### config.mk
export PLATFORM = sky130hd
export DESIGN_NAME = lqm_unit
export DESIGN_NICKNAME = d
export VERILOG_FILES = /design/src/rtl/lqm_pkg.sv /design/src/rtl/lqm_decode.sv /design/src/rtl/lqm_merge.sv /design/src/rtl/lqm_unit.sv
export SDC_FILE = /design/constraint.sdc
export NUM_CORES = 1
export LEC_CHECK = 0
export BUFFER_PORTS_ARGS = -buffer_cell sky130_fd_sc_hd__buf_4
export CORE_AREA = 3 3 280 282
export CTS_CLUSTER_SIZE = 16
export DETAILED_ROUTE_END_ITERATION = 6
export DIE_AREA = 0 0 283 285
export GPL_ROUTABILITY_DRIVEN = 0
export PLACE_DENSITY = 0.48
export SKIP_CTS_REPAIR_TIMING = 1
export SLEW_MARGIN = 20
export SYNTH_ARGS = -nofsm -noshare
export SYNTH_HDL_FRONTEND = slang
export SYNTH_SLANG_ARGS = --single-unit
### constraint.sdc
create_clock -name clk -period 0.8 [get_ports clk]
set_clock_uncertainty 0.05 [all_clocks]
set_input_delay 0.16 -clock clk [delete_from_list [all_inputs] [get_ports clk]]
set_output_delay 0.16 -clock clk [all_outputs]
set_load 0.03 [all_outputs]
### src/rtl/lqm_pkg.sv
package lqm_pkg;
  typedef enum logic [1:0] {
    FORM_LEGACY    = 2'd0,
    FORM_PFX_SHORT = 2'd1,
    FORM_PFX_LONG  = 2'd2,
    FORM_RSVD      = 2'd3
  } form_e;

  localparam logic [7:0] OPC_LOAD  = 8'h12;
  localparam logic [7:0] OPC_STORE = 8'h13;
  localparam logic [1:0] MOD_REG   = 2'b11;
  localparam logic [3:0] VSPEC_NONE = 4'b1111;
  localparam int QW   = 64;
  localparam int LANE = 128;

  typedef struct packed {
    logic load;
    logic store;
    logic fault;
    logic pfx;
  } action_t;
endpackage

### src/rtl/lqm_decode.sv
module lqm_decode
  import lqm_pkg::*;
(
  input  logic       valid,
  input  logic [1:0] form,
  input  logic [7:0] opcode,
  input  logic [1:0] mod_f,
  input  logic [1:0] vlen,
  input  logic [3:0] vspec,
  output action_t    act
);
  form_e f;
  logic  is_pfx, is_ld, is_st, known, bad;

  always_comb begin
    f      = form_e'(form);
    is_pfx = (f == FORM_PFX_SHORT) || (f == FORM_PFX_LONG);
    is_ld  = (opcode == OPC_LOAD);
    is_st  = (opcode == OPC_STORE);
    known  = valid && (f != FORM_RSVD) && (is_ld || is_st);
    bad    = (mod_f == MOD_REG)
          || (is_pfx && (vlen != 2'b00))
          || (is_pfx && is_st && (vspec != VSPEC_NONE));
    act.fault = known && bad;
    act.load  = known && !bad && is_ld;
    act.store = known && !bad && is_st;
    act.pfx   = is_pfx;
  end
endmodule

### src/rtl/lqm_merge.sv
module lqm_merge
  import lqm_pkg::*;
#(
  parameter int MAXVL = 256
) (
  input  logic             pfx,
  input  logic [QW-1:0]    mem_rdata,
  input  logic [MAXVL-1:0] src_a,
  input  logic [QW-1:0]    src_b_hi,
  output logic [MAXVL-1:0] merged
);
  localparam int UPPER = MAXVL - LANE;

  always_comb begin
    merged[QW-1:0]   = mem_rdata;
    merged[LANE-1:QW] = pfx ? src_b_hi : src_a[LANE-1:QW];
  end

  generate
    if (UPPER > 0) begin : g_upper
      always_comb merged[MAXVL-1:LANE] = pfx ? '0 : src_a[MAXVL-1:LANE];
    end
    if (MAXVL != 128 && MAXVL != 256 && MAXVL != 512) begin : g_bad_width
      $error("lqm_merge: MAXVL must be 128, 256 or 512");
    end
  endgenerate
endmodule

### src/rtl/lqm_unit.sv
module lqm_unit
  import lqm_pkg::*;
#(
  parameter int MAXVL = 256
) (
  input  logic             clk,
  input  logic             rst_n,
  input  logic             in_valid,
  input  logic [1:0]       in_form,
  input  logic [7:0]       in_opcode,
  input  logic [1:0]       in_mod,
  input  logic [1:0]       in_vlen,
  input  logic [3:0]       in_vspec,
  input  logic [63:0]      mem_rdata,
  input  logic [MAXVL-1:0] src_a,
  input  logic [63:0]      src_b_hi,
  output logic             wr_en,
  output logic [MAXVL-1:0] wr_data,
  output logic             st_en,
  output logic [63:0]      st_data,
  output logic             fault_ud
);
  action_t          act;
  logic [MAXVL-1:0] merged;

  lqm_decode u_dec (
    .valid (in_valid), .form (in_form), .opcode (in_opcode),
    .mod_f (in_mod), .vlen (in_vlen), .vspec (in_vspec), .act (act)
  );

  lqm_merge #(.MAXVL(MAXVL)) u_mrg (
    .pfx (act.pfx), .mem_rdata (mem_rdata), .src_a (src_a),
    .src_b_hi (src_b_hi), .merged (merged)
  );

  always_ff @(posedge clk or negedge rst_n) begin
    if (!rst_n) begin
      wr_en    <= 1'b0;
      wr_data  <= '0;
      st_en    <= 1'b0;
      st_data  <= '0;
      fault_ud <= 1'b0;
    end else begin
      wr_en    <= act.load;
      wr_data  <= act.load ? merged : '0;
      st_en    <= act.store;
      st_data  <= act.store ? src_a[QW-1:0] : '0;
      fault_ud <= act.fault;
    end
  end

  // outcomes are mutually exclusive
  a_r8_one_outcome: assert property (@(posedge clk) disable iff (!rst_n)
    $onehot0({wr_en, st_en, fault_ud}));

  // idle cycle gives quiet outputs
  a_r9_idle_quiet: assert property (@(posedge clk) disable iff (!rst_n)
    ($past(rst_n) && !$past(in_valid)) |-> (!wr_en && !st_en && !fault_ud && wr_data == '0 && st_data == '0));

  // store carries the low quadword of src_a
  a_r4_store_data: assert property (@(posedge clk) disable iff (!rst_n)
    st_en |-> (st_data == $past(src_a[QW-1:0]) && $past(in_opcode) == OPC_STORE));

  // low lane always comes from memory
  a_r2_low_lane: assert property (@(posedge clk) disable iff (!rst_n)
    wr_en |-> (wr_data[QW-1:0] == $past(mem_rdata)));

  // legacy keeps everything above the low lane
  a_r2_legacy_keep: assert property (@(posedge clk) disable iff (!rst_n)
    (wr_en && $past(in_form) == 2'd0) |-> (wr_data[MAXVL-1:QW] == $past(src_a[MAXVL-1:QW])));

  // register mod never executes
  a_r5_mod_reg: assert property (@(posedge clk) disable iff (!rst_n)
    (wr_en || st_en) |-> ($past(in_mod) != MOD_REG));

  generate
    if (MAXVL > LANE) begin : g_chk_upper
      // prefixed load clears above bit 127
      a_r3_pfx_zero: assert property (@(posedge clk) disable iff (!rst_n)
        (wr_en && $past(in_form) != 2'd0) |-> (wr_data[MAXVL-1:LANE] == '0));
    end
  endgenerate
endmodule

==> results of run 1 <==
==> power by group through the flow <==
stage                     Clock, W  Sequential [W]  Combinational, W
after floorplan                  0          0.0167           0.00161
after global placement           0          0.0166           0.00454
after detailed placement         0          0.0166           0.00457
after CTS                   0.0170          0.0163           0.00459
after global routing        0.0176          0.0163           0.00815
final                       0.0164          0.0163           0.00761
==> per-layer routing <==
metal / vias to the layer above / GRT usage, % / part of all wire [%] / wire (um)
li1: 6109 / - / - / -
met2: 613 / 22.65 / 52 / 34010
met1: 6713 / 14.20 / 38 / 25380
met4: 0 / 4.080 / 3.7 / 2412
met3: 139 / 3.125 / 6.4 / 4225
met5: - / 0 / 0 / 0
==> tightest hold or removal path: stages <==
cell,delay [ns]
buf_4,0.11
nand2_1,0.07
nor4_1,0.05
==> cells by family after synthesis <==
family | count (synthesis) | synth area share (%)
and+or+nand+nor | 530 | 21.09
DFF | 323 | 67.60
buffers and inverters | 169 | 5.745
muxes | 64 | 5.358
AOI/OAI and AO/OA | 2 | 0.1046
adders and majority gates | 1 | 0.1046
==> final cells by class <==
type	instances	area (um^2)	area share (%)
diodes	2	5.005	0.01774
inverters	64	240.2	0.8517
clock inverters	15	108.9	0.3859
clock buffers	50	1047	3.713
well taps	1030	1289	4.569
flip-flops and latches	323	8084	28.66
multi-input cells	598	4274	15.15
repair buffers	1293	13160	46.65
==> flip-flops by register name, indices dropped and copies added, names as in the netlist <==
register / flops
wr_en: 1
wr_data: 256
st_data: 64
st_en: 1
fault_ud: 1
==> placed cells by master (no fill, tap or decap), types with 3 or more instances in the layout <==
master / instances
mux2i_4: 6
clkbuf_16: 66
buf_6: 348
dlygate4sd3_1: 384
nor3_2: 24
buf_8: 14
buf_4: 474
mux2i_2: 4
clkbuf_8: 3
buf_16: 4
mux2i_1: 54
clkbuf_1: 8
nor4_2: 4
nand2_4: 10
nand2_1: 180
nor3_1: 198
nand2_2: 6
nor4_1: 42
clkinv_2: 11
dfrtp_1: 322
nor4_4: 18
nor3_4: 35
inv_1: 64
buf_12: 42
==> worst max-delay path by stage <==
stage / from / depth (start not counted) / slack [ns] / to
after floorplan: in_form[0] / 7 / -0.51 / st_data[35]
after global placement: in_opcode[5] / 6 / -1.06 / st_data[3]
after detailed placement: in_opcode[5] / 6 / -1.04 / st_data[30]
after CTS: fault_ud / 1 / -0.74 / fault_ud
after global routing: fault_ud / 1 / -0.63 / fault_ud
final: fault_ud / 1 / -0.58 / fault_ud
==> per-stage QoR <==
| step | hold WS (ns) | setup WS [ns] | instance area [um^2] | std cells |
|---|---|---|---|---|
| final | -0.1499 | -0.5787 | 28210 | 3375 |
| after global routing | -0.1660 | -0.6345 | 28210 | 3375 |
| after CTS | -0.3225 | -0.7399 | 20780 | 2918 |
| after detailed placement | 0.2745 | -1.039 | 19630 | 2853 |
| after global placement | 0.2772 | -1.056 | 19630 | 2853 |
| after floorplan | -0.1856 | -0.5127 | 12320 | 1089 |
==> out/results.ini, run 1 <==
[clock_tree]
clk_pin_slew_worst_paths_ns = 0.06
cts_max_level = 2
cts_inserted_buffers = 37
cts.sinks = 323
cts_tree = done
ctsLongestPathBuffers = 3
root_buffer = clkbuf_16

[yosys]
netlist_area_mm2 = 0.01196
synth.distinct_cells = 22
synth_area_leaders = dfrtp_1, nor3_1, nand2_1
ys_top_cells_by_count = dfrtp_1, nor3_1, nand2_1
avgSynthCellArea_um2 = 10.98
synth_nets = 1495
synth.top_cell.area_share_pct = 67.60
ys_seq_elements = 323
synth_edf_count = 0
ys.flop_type = dfrtp_1
synth_cells = 1089
synth_top_area_cell = dfrtp_1
yosysWarnings = 0
synth_most_common_cell = dfrtp_1
ys_seq_area_share_pct = 67.60
ys_async_sr_fraction_pct = 100.0

[power_and_ir_drop]
p_total_w = 0.04038
peakVddDrop_uv = 963.5
clkPwrFrac_pct = 40.7
power_density_mw_per_mm2 = 1432
p_comb_share_pct = 18.9
p_int_w = 0.03019
p_switching_w = 0.01019
leakage_nw = 13.66
seq_power_share_pct = 40.5
swShare_pct = 25.23

[drt]
viasPerCell = 4.022
drt_pass1_iterations = 5
routed_wl_mm = 66.03
ant_nets = 0
vias = 13570
wire_per_inst_um = 19.56
drc_errors = 0
drt-initial-drc-count = 481

[floorplan]
fp.dieW_um = 283
dieHeight_um = 285
dieArea_mm2 = 0.08066
core_area_mm2 = 0.07595
start_util_pct = 15.74
io_pins = 728
num_rows = 101

[run]
cap_violations = 0

[worst_setup_path]
required_ns = 0.59
critPathMaxFanout = 1
crit_type = reg -> out
cp.arrival_ns = 1.17
cpMaxStageDelayCell = dfrtp_2
crit_path_end_kind = output pin
crit_family = flip-flops
cp_num_buf_inv = 1
critPathMaxStageDelay_ns = 0.47
path_cells = buf_6
setup.worst_path.start_class = flop

[global_routing]
grt_pass1_vias = 12040
grt_pass1_wl_mm = 76.96
grt.total_usage_pct = 12.45
grt_max_degree = 90
antenna_found_initial = 3
grt_overflow = 0

[timing]
period_minus_slack_ns = 1.379
rsz0062_at_grt = yes
fin_ws_ns = -0.5787
fin_crit_sh_pct = 172.3
worst_pin_slew_ns = 0.3283
finalHoldViolations = 1
worst_hold_slack_ns = -0.1499
max_slew_margin_pct = 77.49
fmax_mhz = 725.3
timing.final.max_slew_violations = 0
finalSetupTns_ns = -250.77
setup_viol = 646

[status]
failed_checks = negative hold slack, negative setup slack
status = finished with violations

[hold_path]
worst_hold_path_type = in -> reg
min_delay_worst_endpoint = st_data[9]
min_from = src_a[9]
hold_depth = 3

[placed_design]
io_buffers = 727
dpl.hpwl_mm = 41.48

[cells_and_area]
utilization_pct = 37.14
layout.nets = 2723
num-fill-cells = 7233
syn_to_final_growth_pct = 135.9
drive_above_1_share_pct = 46.27

(Power assumes the default switching activity.)
==> run 2: changes to the inputs <==
CORE_AREA = 2 2 286 288   (was 3 3 280 282)
DIE_AREA = 0 0 288 290   (was 0 0 283 285)
PLACE_DENSITY = 0.47   (was 0.48)
==> out/results.ini, run 2 (synthesized netlist as in run 1, its figures left out) <==
[worst_setup_path]
cp_num_buf_inv = 1
cpMaxStageDelayCell = dfrtp_2
crit_path_end_kind = output pin
critPathMaxStageDelay_ns = 0.46
crit_type = reg -> out
path_cells = buf_6
crit_family = flip-flops
setup.worst_path.start_class = flop
cp.arrival_ns = 1.17
required_ns = 0.59
critPathMaxFanout = 1

[global_routing]
antenna_found_initial = 3
grt_pass1_vias = 12070
grt_overflow = 0
grt_pass1_wl_mm = 75.31
grt.total_usage_pct = 11.89
grt_max_degree = 79

[cells_and_area]
syn_to_final_growth_pct = 132.8
final_common_cell = buf_4
antenna_cells = 0
num-fill-cells = 7841
largest_register_ffs = 256
final_cell_mix = buf_4, dlygate4sd3_1, buf_6
reg_top3 = wr_data (256), st_data (64)
utilization_pct = 34.73
layout.nets = 2708
top_register = wr_data
drive_above_1_share_pct = 45.91

[clock_tree]
cts_tree = done
cts.sinks = 323
cts_inserted_buffers = 39
root_buffer = clkbuf_16
ctsLongestPathBuffers = 3
cts_max_level = 2
clk_pin_slew_worst_paths_ns = 0.05

[placed_design]
io_buffers = 727
dpl.hpwl_mm = 41.21
dpl_worst_slack_ns = -0.9637

[floorplan]
start_util_pct = 14.92
io_pins = 728
fp.dieW_um = 288
dieHeight_um = 290
dieArea_mm2 = 0.08352
core_area_mm2 = 0.08016
num_rows = 104

[drt]
drt_pass1_iterations = 4
drt-initial-drc-count = 441
viasPerCell = 3.928
met1_length_mm = 25.10
routed_wl_mm = 64.64
ant_nets = 0
wire_per_inst_um = 19.10
wl_met2_mm = 33.03
top_layer = met5
met3_length_mm = 4.589
drc_errors = 0
vias = 13290

[timing]
finalSetupTns_ns = -239.39
timing.final.max_slew_violations = 0
finalHoldViolations = 3
max_slew_margin_pct = 72.46
worst_pin_slew_ns = 0.4131
worst_hold_slack_ns = -0.03849
rsz0062_at_grt = yes
fin_crit_sh_pct = 172.5
fmax_mhz = 724.7
setup_viol = 645
period_minus_slack_ns = 1.380
fin_ws_ns = -0.5799

[run]
cap_violations = 0

[power_and_ir_drop]
power_density_mw_per_mm2 = 1455
leakage_nw = 13.39
peakVddDrop_uv = 1031

[status]
failed_checks = negative hold slack, negative setup slack
status = finished with violations

[hold_path]
worst_hold_path_type = in -> reg

[run 2: cell types whose count changed in the layout (fill, tap and decap cells not counted), sizes merged]
cell	delta
bufinv	+1
clkbuf	+6
diode	-2
dlygate4sd3	-5
nand2	-1
buf	-12
clkinv	-7
clkinvlp	-1
[run 2: report_power, final]
group	internal [W]	leakage [nW]	total [W]	switching, W
sequential	0.0164	4.51	0.0164	0.00000320
clock	0.0102	0.586	0.0171	0.00698
combinational	0.00403	8.29	0.00701	0.00298
[run 2: metal layers]
layer  up-vias  global-route usage [%]
met4         4                   3.501
met5         -                       0
li1       6068                       -
met2       561                   21.31
met1      6529                   13.21
met3       129                   3.994
[run 2: worst paths after layout]
path	startpoint	to	slack, ns	depth (start not counted)
max	wr_data[204]	wr_data[204]	-0.58	1
min	src_a[56]	st_data[56]	-0.04	4
max in group asynchronous	rst_n	wr_data[99]	0.09	4
min in group asynchronous	rst_n	st_data[61]	0.01	2
[run 2: area by class of cell]
type,count,area (um^2),area share (%)
clock buffers,55,1097,3.942
clock inverters,8,111.4,0.4000
inverters,64,240.2,0.8629
multi-input cells,597,3979,14.29
flip-flops and latches,323,8085,29.04
well taps,1060,1326,4.764
repair buffers,1277,13000,46.70
[run 2: through the flow]
stage | cell area (um^2) | cells | total power (W)
floorplan | 12320 | 1089 | 0.01827
global placement | 19670 | 2884 | 0.02105
finish | 27840 | 3384 | 0.04050
CTS | 20880 | 2947 | 0.03858
global route | 27840 | 3384 | 0.04224
detailed placement | 19670 | 2884 | 0.02108
